[src/rtl/stb_pkg.sv]
package stb_pkg;

    localparam int WORD_W = 32;

    // bit operation applied to a stored word; encoding follows slot offset
    typedef enum logic [1:0] {
        OP_PUT = 2'd0,
        OP_SET = 2'd1,
        OP_CLR = 2'd2,
        OP_TOG = 2'd3
    } bitop_e;

    typedef enum logic [1:0] {
        PH_IDLE  = 2'd0,
        PH_RD_OK = 2'd1,
        PH_WR_OK = 2'd2,
        PH_FAULT = 2'd3
    } phase_e;

    // reset value of word k for a given bank layout
    function automatic logic [WORD_W-1:0] home_value(int k, int n_alias, int n_pll,
                                                     int n_rdo, int lock_bit);
        int alias_end;
        int rdo_end;
        int grp;
        logic [WORD_W-1:0] v;
        alias_end = 4 * n_alias;
        rdo_end   = alias_end + 4 * n_rdo;
        v         = '0;
        if (k < alias_end && (k % 4) == 0) begin
            grp = k / 4;
            if (grp < n_pll) begin
                if (grp == 0)      v = 32'h0001_3001;
                else if (grp == 1) v = 32'h0001_1001;
                else               v = 32'h0001_0000 | WORD_W'(grp);
                v[lock_bit] = 1'b1;
            end else begin
                v = 32'h0000_5A00 | WORD_W'(grp);
            end
        end else if (k >= alias_end && k < rdo_end && ((k - alias_end) % 4) == 0) begin
            v = 32'h0000_0001;
        end
        return v;
    endfunction

endpackage

[src/rtl/stb_decode.sv]
module stb_decode
    import stb_pkg::*;
#(
    parameter int ADDR_W  = 8,
    parameter int N_ALIAS = 4,
    parameter int N_RDO   = 1,
    parameter int N_PLAIN = 4,
    localparam int IDX_W  = ADDR_W - 2
) (
    input  logic [ADDR_W-1:0] addr,
    input  logic [2:0]        size,
    output logic              bad,
    output logic [IDX_W-1:0]  rd_idx,
    output logic [IDX_W-1:0]  wr_idx,
    output bitop_e            op
);
    localparam int TOTAL     = 4 * N_ALIAS + 4 * N_RDO + N_PLAIN;
    localparam int ALIAS_END = 4 * N_ALIAS;
    localparam int RDO_END   = ALIAS_END + 4 * N_RDO;
    localparam logic [IDX_W-1:0] TOTAL_W     = IDX_W'(TOTAL);
    localparam logic [IDX_W-1:0] ALIAS_END_W = IDX_W'(ALIAS_END);
    localparam logic [IDX_W-1:0] RDO_END_W   = IDX_W'(RDO_END);

    logic [IDX_W-1:0] widx;
    logic [IDX_W-1:0] grp_base;

    assign widx     = addr[ADDR_W-1:2];
    assign grp_base = {widx[IDX_W-1:2], 2'b00};
    assign bad      = (size != 3'd4) || (addr[1:0] != 2'b00) || (widx >= TOTAL_W);

    always_comb begin
        rd_idx = widx;
        wr_idx = widx;
        op     = OP_PUT;
        if (widx < ALIAS_END_W) begin
            rd_idx = grp_base;
            wr_idx = grp_base;
            op     = bitop_e'(widx[1:0]);
        end else if (widx < RDO_END_W) begin
            rd_idx = grp_base;
        end
    end

endmodule

[src/rtl/stb_bitop.sv]
module stb_bitop
    import stb_pkg::*;
(
    input  bitop_e            op,
    input  logic [WORD_W-1:0] old_word,
    input  logic [WORD_W-1:0] wdata,
    output logic [WORD_W-1:0] new_word
);
    always_comb begin
        unique case (op)
            OP_PUT: new_word = wdata;
            OP_SET: new_word = old_word | wdata;
            OP_CLR: new_word = old_word & ~wdata;
            OP_TOG: new_word = old_word ^ wdata;
        endcase
    end

    always_comb begin
        if (op == OP_SET)
            a_r2_set_keeps_old: assert ((new_word & old_word) == old_word);
        if (op == OP_CLR)
            a_r3_clr_drops_masked: assert ((new_word & wdata) == '0);
        if (op == OP_TOG)
            a_r4_tog_reversible: assert ((new_word ^ wdata) == old_word);
    end

endmodule

[src/rtl/stb_store.sv]
module stb_store
    import stb_pkg::*;
#(
    parameter int N_ALIAS  = 4,
    parameter int N_PLL    = 2,
    parameter int N_RDO    = 1,
    parameter int N_PLAIN  = 4,
    parameter int IDX_W    = 6,
    parameter int LOCK_BIT = 31
) (
    input  logic              clk,
    input  logic              rst_n,
    input  logic              we,
    input  logic [IDX_W-1:0]  wr_idx,
    input  bitop_e            op,
    input  logic [WORD_W-1:0] wdata,
    input  logic [IDX_W-1:0]  rd_idx,
    output logic [WORD_W-1:0] rd_data
);
    localparam int TOTAL     = 4 * N_ALIAS + 4 * N_RDO + N_PLAIN;
    localparam int ALIAS_END = 4 * N_ALIAS;

    logic [WORD_W-1:0] q [TOTAL];
    logic [WORD_W-1:0] tgt_old;
    logic [WORD_W-1:0] tgt_new;

    always_comb begin
        tgt_old = '0;
        rd_data = '0;
        for (int k = 0; k < TOTAL; k++) begin
            if (wr_idx == IDX_W'(k)) tgt_old = q[k];
            if (rd_idx == IDX_W'(k)) rd_data = q[k];
        end
    end

    stb_bitop u_bitop (
        .op       (op),
        .old_word (tgt_old),
        .wdata    (wdata),
        .new_word (tgt_new)
    );

    for (genvar k = 0; k < TOTAL; k++) begin : g_word
        if (k < ALIAS_END && (k % 4) != 0) begin : g_alias_slot
            // alias slot: no storage of its own
            assign q[k] = '0;
        end else begin : g_stored
            localparam logic [WORD_W-1:0] HOME =
                home_value(k, N_ALIAS, N_PLL, N_RDO, LOCK_BIT);
            logic [WORD_W-1:0] w;
            always_ff @(posedge clk or negedge rst_n) begin
                if (!rst_n)
                    w <= HOME;
                else if (we && wr_idx == IDX_W'(k))
                    w <= tgt_new;
            end
            assign q[k] = w;
        end
    end

    if (N_PLL > 0) begin : g_lock_chk
        a_r1_lock_at_release: assert property (@(posedge clk) disable iff (!rst_n)
            $rose(rst_n) |-> q[0][LOCK_BIT]);
    end

    a_r8_no_write_idle: assert property (@(posedge clk) disable iff (!rst_n)
        !we |=> $stable(q[0]));

endmodule

[src/rtl/alias_regbank.sv]
module alias_regbank
    import stb_pkg::*;
#(
    parameter int ADDR_W   = 8,
    parameter int N_ALIAS  = 4,
    parameter int N_PLL    = 2,
    parameter int N_RDO    = 1,
    parameter int N_PLAIN  = 4,
    parameter int LOCK_BIT = 31
) (
    input  logic              clk,
    input  logic              rst_n,
    input  logic              req_valid,
    input  logic              req_write,
    input  logic [ADDR_W-1:0] req_addr,
    input  logic [2:0]        req_size,
    input  logic [31:0]       req_wdata,
    output logic              rsp_valid,
    output logic              rsp_err,
    output logic [31:0]       rsp_rdata
);
    localparam int IDX_W = ADDR_W - 2;

    logic              bad;
    logic [IDX_W-1:0]  rd_idx;
    logic [IDX_W-1:0]  wr_idx;
    bitop_e            op;
    logic [WORD_W-1:0] rd_data;
    logic              store_we;
    phase_e            phase_q;
    phase_e            phase_d;
    logic [WORD_W-1:0] rdata_q;

    stb_decode #(
        .ADDR_W  (ADDR_W),
        .N_ALIAS (N_ALIAS),
        .N_RDO   (N_RDO),
        .N_PLAIN (N_PLAIN)
    ) u_decode (
        .addr   (req_addr),
        .size   (req_size),
        .bad    (bad),
        .rd_idx (rd_idx),
        .wr_idx (wr_idx),
        .op     (op)
    );

    assign store_we = req_valid && req_write && !bad;

    stb_store #(
        .N_ALIAS  (N_ALIAS),
        .N_PLL    (N_PLL),
        .N_RDO    (N_RDO),
        .N_PLAIN  (N_PLAIN),
        .IDX_W    (IDX_W),
        .LOCK_BIT (LOCK_BIT)
    ) u_store (
        .clk     (clk),
        .rst_n   (rst_n),
        .we      (store_we),
        .wr_idx  (wr_idx),
        .op      (op),
        .wdata   (req_wdata),
        .rd_idx  (rd_idx),
        .rd_data (rd_data)
    );

    // next response phase from the current request
    always_comb begin
        if (!req_valid)     phase_d = PH_IDLE;
        else if (bad)       phase_d = PH_FAULT;
        else if (req_write) phase_d = PH_WR_OK;
        else                phase_d = PH_RD_OK;
    end

    always_ff @(posedge clk or negedge rst_n) begin
        if (!rst_n) begin
            phase_q <= PH_IDLE;
            rdata_q <= '0;
        end else begin
            phase_q <= phase_d;
            rdata_q <= (phase_d == PH_RD_OK) ? rd_data : '0;
        end
    end

    always_comb begin
        unique case (phase_q)
            PH_IDLE:  begin rsp_valid = 1'b0; rsp_err = 1'b0; end
            PH_RD_OK: begin rsp_valid = 1'b1; rsp_err = 1'b0; end
            PH_WR_OK: begin rsp_valid = 1'b1; rsp_err = 1'b0; end
            PH_FAULT: begin rsp_valid = 1'b1; rsp_err = 1'b1; end
        endcase
    end
    assign rsp_rdata = rdata_q;

    a_r9_one_response: assert property (@(posedge clk) disable iff (!rst_n)
        req_valid |=> rsp_valid);
    a_r10_quiet_when_idle: assert property (@(posedge clk) disable iff (!rst_n)
        !req_valid |=> !rsp_valid);
    a_r8_error_zero_data: assert property (@(posedge clk) disable iff (!rst_n)
        rsp_err |-> (rsp_rdata == '0));
    a_r8_bad_is_error: assert property (@(posedge clk) disable iff (!rst_n)
        (req_valid && (req_size != 3'd4)) |=> rsp_err);
    a_r9_write_no_data: assert property (@(posedge clk) disable iff (!rst_n)
        (req_valid && req_write) |=> (rsp_rdata == '0));

endmodule

[config.mk]
export PLATFORM = sky130hd
export DESIGN_NAME = alias_regbank
export DESIGN_NICKNAME = d
export VERILOG_FILES = /design/src/rtl/stb_pkg.sv /design/src/rtl/stb_decode.sv /design/src/rtl/stb_bitop.sv /design/src/rtl/stb_store.sv /design/src/rtl/alias_regbank.sv
export SDC_FILE = /design/constraint.sdc
export NUM_CORES = 1
export LEC_CHECK = 0
export CORE_MARGIN = 5
export CORE_UTILIZATION = 60
export CTS_BUF_LIST = sky130_fd_sc_hd__clkbuf_16
export DETAILED_ROUTE_END_ITERATION = 12
export PLACE_DENSITY = 0.78
export SLEW_MARGIN = 10
export SYNTH_ARGS = -nofsm -noshare
export SYNTH_HDL_FRONTEND = slang
export SYNTH_HIERARCHICAL = 1
export SYNTH_SLANG_ARGS = --single-unit
[constraint.sdc]
create_clock -name clk -period 3.5 [get_ports clk]
set_input_delay 0.525 -clock clk [delete_from_list [all_inputs] [get_ports clk]]
set_output_delay 0.525 -clock clk [all_outputs]
set_load 0.01 [all_outputs]
# ---- Word level (Yosys, flattened, before mapping)
# Index checks and enable logic that the tools add are counted.
dict set report word_totals {
  mem_count 0
  mem_bits_ro 0
  mem_bits_rw 0
  out_inout_bits 34
  ff_bits 418
  latchBits 0
  wordCells 158
}
dict set report classes {
  div_mod_pow 0
  order_cmp 3
  reduce_logical 24
  multipliers 0
  n_shift 0
  addsub 0
  mux 59
  eq_ne 54
  n_bitwise 4
}
# operator n
set op_table {}
lappend op_table {{32-bit 2-to-1 mux} 49}
lappend op_table {{32-bit case mux with 4 select lines} 1}
lappend op_table {{6-bit by 4-bit == test with 1-bit output (second input constant)} 16}
lappend op_table {{6-bit by 5-bit == test with 1-bit output (second input constant)} 16}
lappend op_table {{6-bit by 3-bit == test with 1-bit output (second input constant)} 8}
lappend op_table {{32-bit AND} 1}
lappend op_table {{32-bit NOT} 1}
lappend op_table {{32-bit bitwise OR} 1}
lappend op_table {{32-bit XOR} 1}
lappend op_table {{6-bit by 2-bit == test with 1-bit output (second input constant)} 4}
lappend op_table {{1-bit logical AND} 14}
lappend op_table {{2-bit 2-to-1 mux} 7}
lappend op_table {{6-bit by 1-bit == test with 1-bit output (second input constant)} 2}
lappend op_table {{6-bit zero test} 2}
lappend op_table {{6-bit by 5-bit less-than comparator with 1-bit output (second input constant)} 2}
lappend op_table {{2-bit == test (second input constant)} 4}
lappend op_table {{2-bit by 1-bit == test with 1-bit output (second input constant)} 3}
lappend op_table {{6-bit by 5-bit >= comparator with 1-bit output (second input constant)} 1}
lappend op_table {{3-bit OR reduction} 2}
lappend op_table {{2-bit zero test} 2}
lappend op_table {{1-bit case mux with 2 select lines} 2}
lappend op_table {{3-bit != test (second input constant)} 1}
lappend op_table {{1-bit logical OR} 2}
lappend op_table {{2-bit nonzero test} 1}
lappend op_table {{1-bit zero test} 1}

# ---- Logic depth before layout (Yosys ltp)
# Gate-level depths: netlist (run 1).
dict set report depth {
  depth_word 29
  ltp_mapped 17
}

# ---- Cells and area by module
# Netlist (run 1), hierarchy kept.
# mod seq_area_each_um2 cells_per_inst instances area_each_um2
set modules_own_cells {}
lappend modules_own_cells {stb_store 9635.5 1762 1 21594.5}
lappend modules_own_cells {stb_bitop 0.0 200 1 1996.9}
lappend modules_own_cells {alias_regbank 850.8 79 1 1153.6}
lappend modules_own_cells {stb_decode 0.0 19 1 131.4}

# ---- Worst setup path before layout (run 1)
# No wires, ideal clock.
dict set report synth_path {
  kind {input port to flip-flop}
  start {input req_addr[7]}
  end {register u_store.g_word[12].g_stored.w[4]}
  arrival_ns 3.436
  path_buffers 4
  setup_slack_ns -0.062
  cell_stages 15
  required_time_ns 3.375
  path_cell_list {nor2_2 -> nor2b_1 -> buf_6 -> or4_4 -> buf_6 -> nor3_4 -> buf_2 -> a21oi_1 -> o31a_1 -> a21oi_1 -> inv_1 -> ha_1 -> mux4_2 -> clkbuf_1 -> mux2_4}
}
dict set report synth_between {
  elab_chain_len 29
  elab_cells_between_ends 64
  cone_classes {2 x order compare; 26 x eq/ne; 27 x mux; 3 x bitwise; 6 x reduce/logical}
}
# element line
set synth_lines {}
lappend synth_lines {{from (decl)} alias_regbank.sv:15} ;# input logic [ADDR_W-1:0] req_addr,
lappend synth_lines {{6-bit by 5-bit less-than comparator with 1-bit output *} stb_decode.sv:35} ;# if (widx < ALIAS_END_W) begin
lappend synth_lines {{2-bit 2-to-1 mux *} stb_decode.sv:35}
lappend synth_lines {{via wr_idx[1]} alias_regbank.sv:26} ;# logic [IDX_W-1:0] wr_idx;
lappend synth_lines {{6-bit zero test} stb_store.sv:31} ;# if (wr_idx == IDX_W'(k)) tgt_old = q[k];
lappend synth_lines {{32-bit 2-to-1 mux (23 in series)} stb_store.sv:31}
lappend synth_lines {{32-bit 2-to-1 mux *} stb_store.sv:31}
lappend synth_lines {{via u_store.tgt_old[4]} stb_store.sv:24} ;# logic [WORD_W-1:0] tgt_old;
lappend synth_lines {{32-bit XOR, or another cell as far along} stb_bitop.sv:14} ;# OP_TOG: new_word = old_word ^ wdata;
lappend synth_lines {{32-bit case mux with 4 select lines *} stb_bitop.sv:10} ;# unique case (op)
lappend synth_lines {{via u_store.tgt_new[4]} stb_store.sv:25} ;# logic [WORD_W-1:0] tgt_new;
lappend synth_lines {{to (signal assigned)} stb_store.sv:55} ;# w <= tgt_new;
lappend synth_lines {{to (decl)} stb_store.sv:50} ;# logic [WORD_W-1:0] w;
# The timed path passes the listed nets; every way through them passes the cells marked *.
# A chain may end at the register's enable or synchronous reset.

# ---- Final worst setup path (run 1)
dict set report layout_path {
  start {input req_addr[2]}
  end {register u_store.g_word[16].g_stored.w[15]}
}
dict set report layout_between {
  elab_chain_len 29
  elab_cells_between_ends 64
  cone_classes {2 x order compare; 26 x eq/ne; 27 x mux; 3 x bitwise; 6 x reduce/logical}
}
# element line
set layout_lines {}
lappend layout_lines {{6-bit by 5-bit less-than comparator with 1-bit output} stb_decode.sv:35}
lappend layout_lines {{2-bit 2-to-1 mux *} stb_decode.sv:35}
lappend layout_lines {{via wr_idx[0]} alias_regbank.sv:26}
lappend layout_lines {{6-bit zero test} stb_store.sv:31}
lappend layout_lines {{32-bit 2-to-1 mux (23 in series)} stb_store.sv:31}
lappend layout_lines {{32-bit 2-to-1 mux *} stb_store.sv:31}
lappend layout_lines {{via u_store.tgt_old[15]} stb_store.sv:24}
lappend layout_lines {{32-bit XOR, or another cell as far along} stb_bitop.sv:14}
lappend layout_lines {{32-bit case mux with 4 select lines *} stb_bitop.sv:10}
lappend layout_lines {{via u_store.tgt_new[15]} stb_store.sv:25}
lappend layout_lines {{to (signal assigned)} stb_store.sv:55}
lappend layout_lines {{to (decl)} stb_store.sv:50}
# Marks and branches as above.

==> results of run 1 <==
-- worst paths after layout --
path	end	slack (ns)	depth (start not counted)	start
max reg2reg	u_store/g_word[16].g_stored.w[15]	0.71	8	u_store/g_word[12].g_stored.w[15]
min reg2reg	u_store/g_word[22].g_stored.w[5]	0.53	1	u_store/g_word[22].g_stored.w[5]
max	u_store/g_word[16].g_stored.w[15]	0.06	11	req_addr[2]
min	rsp_rdata[30]	0.50	2	rst_n
min in group clk	u_store/g_word[22].g_stored.w[5]	0.53	1	u_store/g_word[22].g_stored.w[5]
max in group asynchronous	u_store/g_word[4].g_stored.w[16]	1.97	3	rst_n
-- synth_stat cells (47+ instances only) --
master and instances:
mux2_2 373, clkbuf_1 86, buf_2 59, a21oi_1 74, inv_1 110, dfrtp_1 397, mux2_4 56, mux2i_1 47
ha_1 64, o21ai_0 91, nand2_1 100, mux4_2 102, a22oi_1 49
-- metal layers --
metal  up-vias  GRT usage [%]  wire length [um]
met2      1224           54.7             37000
met5         -              0                 0
met4         0           19.2              4950
met1      9734           45.1             29500
met3       361           7.68              7750
li1       7964              -                 -
-- through the flow --
| stage | setup TNS, ns | total power, mW |
|---|---|---|
| final | 0 | 10.9 |
| after detailed placement | -201.15 | 6.09 |
| after floorplan | 0 | 5.54 |
| after global placement | -178.77 | 6.06 |
| after CTS | 0 | 10.9 |
| after global routing | -0.981 | 11.2 |
-- worst max-delay path: stages --
cell and delay, ns:
clkdlybuf4s50_1 0.50, nor2b_4 0.23, buf_4 0.34, mux4_2 0.57
a22o_1 0.21, o22ai_1 0.13, nand2_1 0.11, inv_1 0.07
ha_1 0.22, mux4_2 0.63, mux2_2 0.33
-- state kept, by name (all words and copies together), names as in the netlist --
signal,count
u_store/g_word.g_stored.w,384
rsp_rdata,32
phase_q,2
-- kinds of logic (layout without fill, tap and decap cells) --
family / after synthesis / count (layout) / synth area share [%]
fa+ha+maj: 64 / 64 / 3.22
buf+inv: 309 / 489 / 5.90
mux: 583 / 589 / 31.9
simple gates: 290 / 290 / 6.29
flops: 418 / 418 / 42.2
compound gates: 396 / 396 / 10.6
-- layout make-up --
| class | instances | area [sq um] |
|---|---|---|
| sequential | 418 | 10500 |
| multi-input combinational | 1339 | 13200 |
| inverter | 110 | 413 |
| fill | 2793 | 11800 |
| tap | 532 | 666 |
| clock buffer | 47 | 1180 |
| clock inverter | 36 | 288 |
| timing repair buffer | 296 | 2890 |
-- what timing repair did --
action,CTS,global route
endpoints found under the setup margin,121,375
resized for setup,14,7
hold endpoints to repair,65,0
gates cloned,5,1
pin swaps,4,0
buffers inserted,2,0
hold buffers,1,0
-- power by group through the flow --
stage	Clock, mW	Combinational [mW]	Sequential (mW)
after floorplan	0	0.605	4.94
after global placement	0	1.12	4.94
after detailed placement	0	1.15	4.94
after CTS	4.84	1.18	4.85
after global routing	5.04	1.28	4.85
final	4.80	1.21	4.85
==> flow_summary.ini, run 1 <==
[drt]
ant_nets = 0
wl_per_cell_um = 28.5
drt_iter0_drc = 2152
postRouteWirelength_mm = 79.1
vias_per_cell = 6.94
drc = 0
firstDrtPassIters = 8
vias = 19300

[clock_network]
cts-buffers-inserted = 45
cts_sinks = 418
clock_path_buffers = 3
cts-root-buf = clkbuf_16
path_clk_slew_ns = 0.06
clk_latency_ns = 0.59
ctsHtreeMaxLevel = 2
cts_tree = done

[worst_hold_path]
hold_class = input port to asynchronous set/reset pin

[power_and_ir_drop]
peakVddDrop_uv = 351
swShare_pct = 25.6
combPwrFrac_pct = 11.2
clkPwrFrac_pct = 44.2
intPower_mw = 8.08
switchingPower_mw = 2.79
powerDensity_mw_per_mm2 = 374
power.leakage_nw = 13.9
pwr-share-seq_pct = 44.6

[place]
dp_slack_ns = -0.688
port_buffers = 80
hpwlAfterDp_mm = 51.1
placed_area_sq_mm = 0.0274
dpl.cell_count = 2686
gp_congestion = 0.916

[floorplan]
fp.dieArea_sq_mm = 0.0456
pin_count = 81
die-height_um = 214
core-area_sq_mm = 0.0409
start_util_pct = 60.8
rows = 74
die_x_um = 214

[grt]
grt_pass1_vias = 20200
grt_first_pass_wirelength_mm = 121
grt_max_degree = 73
antenna_found_initial = 1
grtUsageTotal_pct = 34.7
grt-ovfl-total = 0

[yosys]
synthesis.instances = 2060
synth-seq-cells = 418
yosysTopAreaCell = dfrtp_1
synth_warnings = 6
seq_area_frac_synth_pct = 42.2
synth.distinct_cells = 83
synthArstFlopShare_pct = 100
avgSynthCellArea_sq_um = 12.1
syn_nets = 2171
synth_ff_type = dfrtp_1
netlist_top_cells_area = dfrtp_1, mux2_2, mux4_2, mux2_4, ha_1
syn_area_sq_mm = 0.0249
yosysTopAreaCellShare_pct = 39.9
synth_edf_count = 0

[worst_setup_path]
crit_fanout = 19
crit_path_start_kind = input port
critPathKind = input port to flip-flop
crit_required_ns = 3.95
crit_arrival_ns = 3.89
cp-end-kind = flip-flop

[timing]
timing.hold.ws_ns = 0.497
skew_ns = 0.0202
worst_slack_ns = 0.0599
finalHoldViolCount = 0
fin_crit_ns = 3.44
maxSlewHeadroom_pct = 54.9
max_freq_ghz = 0.291
rsz0062_at_grt = true
worstMarginPinSlew_ns = 0.676
period_share_pct = 98.3
setup_viol = 0
final_max_slew_viol_count = 0

[layout]
final_cell_mix = dfrtp_1, mux2_2, buf_4, inv_1, mux4_2
diodes = 0
final_cells = 2778
final_util_pct = 71.1
nNetsFinal = 2321
stdcell_area_sq_mm = 0.0291
drive_above_1_share_pct = 39.4
syn2layout_area_growth_pct = 17.0
mostFrequentLayoutCell = dfrtp_1

[run]
drv_cap = 0

[outcome]
status = complete, no violations
No activity file was read; power rests on OpenSTA's default activity.
==> run 2, diff against run 1 <==
--- a/config.mk
+++ b/config.mk
@@ -5,6 +5,7 @@
 export SDC_FILE = /design/constraint.sdc
 export NUM_CORES = 1
 export LEC_CHECK = 0
+export ABC_CLOCK_PERIOD_IN_PS = 3500
 export CORE_MARGIN = 5
 export CORE_UTILIZATION = 60
 export CTS_BUF_LIST = sky130_fd_sc_hd__clkbuf_16
==> constraint.sdc (replaced) <==
create_clock -name clk -period 3.5 [get_ports clk]
set_input_delay 1.05 -clock clk [delete_from_list [all_inputs] [get_ports clk]]
set_output_delay 1.05 -clock clk [all_outputs]
set_load 0.01 [all_outputs]
==> run 2 against run 1 <==
The run now ends with setup timing left. Non-clock buffer count grew 85. Worst setup slack lost 0.17 ns. Critical path type unchanged. Design area grew 7.1%. Global-route usage grew 2.3 points. Via count grew 8.8%. Largest power group is now clock. Hold slack lost 0.042 ns. Sequential power is essentially flat. Routed wire length grew 12%. Clock-buffer cell count is the same. Clock skew grew 0.012 ns. Sequential share of layout area shrank 2.4 points. Cell count grew 3.7%.
==> flow_summary.ini, run 2 (synthesis gave the netlist of run 1 again) <==
[outcome]
status = finished with violations
violations = setup timing

[worst_setup_path]
crit_fanout = 6
r2r_cells = 8
r2r_end = u_store/g_word[17].g_stored.w[15]
r2r_start = u_store/g_word[12].g_stored.w[15]
critPathKind = input port to flip-flop
cp-end-kind = flip-flop
crit_path_start_kind = input port
crit_required_ns = 3.96
r2r_setup_slack_ns = 0.71
crit_arrival_ns = 4.07

[run]
drv_cap = 0

[floorplan]
pin_count = 81
fp.dieArea_sq_mm = 0.0456
rows = 74
core-area_sq_mm = 0.0409
die_x_um = 214
die-height_um = 214
start_util_pct = 60.8

[layout]
largest_reg_flops = 384
mostFrequentLayoutCell = dfrtp_1
fillCellCount = 2405
regMostFlops = u_store/g_word.g_stored.w
syn2layout_area_growth_pct = 25.2
drive_above_1_share_pct = 45.4
nNetsFinal = 2426
final_cell_mix = dfrtp_1, mux2_2, buf_4, mux4_2, inv_1
stdcell_area_sq_mm = 0.0312

[drt]
drc = 0
firstDrtPassIters = 7
vias = 21000
wl_per_cell_um = 30.7
postRouteWirelength_mm = 88.5
vias_per_cell = 7.28
ant_nets = 0
drt_iter0_drc = 2912

[timing]
finalHoldViolCount = 0
max_freq_ghz = 0.277
setup_viol = 51
period_share_pct = 103
timing.hold.ws_ns = 0.456
skew_ns = 0.0321
rsz0062_at_grt = true
maxSlewHeadroom_pct = 44.0
final_max_slew_viol_count = 0
fin_crit_ns = 3.61
worstMarginPinSlew_ns = 0.841
worst_slack_ns = -0.105

[grt]
grt-ovfl-total = 0
grtUsageTotal_pct = 37.0
grt_first_pass_wirelength_mm = 128
grt_pass1_vias = 21200
grt_max_degree = 86
antenna_found_initial = 3

[power_and_ir_drop]
combPwrFrac_pct = 13.1
intPower_mw = 8.39
power.leakage_nw = 14.7
switchingPower_mw = 2.96
peakVddDrop_uv = 420
powerDensity_mw_per_mm2 = 364
clkPwrFrac_pct = 44.1
pwr-share-seq_pct = 42.8
swShare_pct = 26.1

[clock_network]
clock_path_buffers = 3
cts_tree = done
cts-root-buf = clkbuf_16
cts_sinks = 418
path_clk_slew_ns = 0.06
cts-buffers-inserted = 46
hold_buffers = 0
ctsHtreeMaxLevel = 2
clk_latency_ns = 0.60

[worst_hold_path]
hold_class = input port to asynchronous set/reset pin

[place]
gp_congestion = 0.993
placed_area_sq_mm = 0.0281
hpwlAfterDp_mm = 52.9
port_buffers = 80
## run 2: changes by cell type in the layout (fill, tap and decap cells not counted), moves of 8 or more
cell     delta
ha_4        +9
mux2_2     -16
o22ai_1     -8
buf_12     +25
mux4_2     +23
a21oi_2     +9
buf_4      +43
a21oi_1    -10
mux2_4     +16
o22ai_2     +8
inv_1      -14
ha_1       -11
buf_6      +11
## run 2: layout make-up
class	instances	area [sq um]	area share, %
antenna	2	5.00	0.0161
clock buffer	47	1180	3.77
clock inverter	34	345	1.11
inverter	110	415	1.33
multi-input combinational	1358	14100	45.1
sequential	418	10500	33.7
tap	532	666	2.14
timing repair buffer	381	4000	12.8
## run 2: what timing repair did
| item | in CTS | in global routing |
|---|---|---|
| buffers inserted | 17 | 11 |
| pin swaps | 19 | 19 |
| resized for setup | 83 | 96 |
| gates cloned | 18 | 13 |
| setup endpoints to repair | 389 | 382 |
## run 2: how the worst max path moves through the flow
stage | start | depth (start not counted) | endpoint
3_3_place_gp | req_addr[7] | 12 | u_store/g_word[19].g_stored.w[12]
5_1_grt | req_addr[6] | 15 | u_store/g_word[19].g_stored.w[23]
3_5_place_dp | req_addr[7] | 12 | u_store/g_word[19].g_stored.w[12]
4_1_cts | req_addr[7] | 15 | u_store/g_word[22].g_stored.w[0]
2_1_floorplan | req_addr[6] | 14 | u_store/g_word[12].g_stored.w[4]
6_report | req_addr[6] | 15 | u_store/g_word[19].g_stored.w[23]
## run 2: worst max-delay path: stages
cell and delay [ns]:
buf_8 0.10, nor2_4 0.18, nor2b_4 0.10, buf_4 0.15
buf_4 0.16, nand2_2 0.15, buf_4 0.18, o22ai_1 0.09
o21ai_0 0.35, a211oi_4 0.08, nor3_2 0.22, inv_1 0.11
ha_4 0.26, mux4_2 0.57, mux2_4 0.31
## run 2: power groups by stage
| stage | logic [mW] | registers (mW) | clock network (mW) |
|---|---|---|---|
| 3_5_place_dp | 1.21 | 4.94 | 0 |
| 4_1_cts | 1.34 | 4.85 | 5.04 |
| 6_report | 1.49 | 4.85 | 5.01 |
| 2_1_floorplan | 0.638 | 4.94 | 0 |
| 3_3_place_gp | 1.18 | 4.94 | 0 |
| 5_1_grt | 1.54 | 4.85 | 5.24 |
## run 2: layer usage
layer / wire [um] / part of all wire [%] / vias to the layer above / global-route usage [%]
met5: 13 / 0.015 / - / 0
li1: - / - / 8249 / -
met2: 39900 / 45 / 1862 / 57.8
met3: 11700 / 13 / 513 / 8.92
met1: 30700 / 35 / 10400 / 48.7
met4: 6240 / 7.0 / 2 / 19.5
## run 2: through the flow
stage | util [%] | setup slack, ns | total power [mW] | setup TNS (ns) | cells
2_1_floorplan | - | -0.424 | 5.58 | -128.55 | 2060
3_3_place_gp | 68.7 | -1.27 | 6.12 | -423.02 | 2741
3_5_place_dp | 68.7 | -1.31 | 6.15 | -449.57 | 2741
4_1_cts | 74.4 | 0.000697 | 11.2 | 0 | 2856
5_1_grt | 76.1 | -0.169 | 11.6 | -7.33 | 2880
6_report | 76.1 | -0.105 | 11.3 | -2.02 | 2882
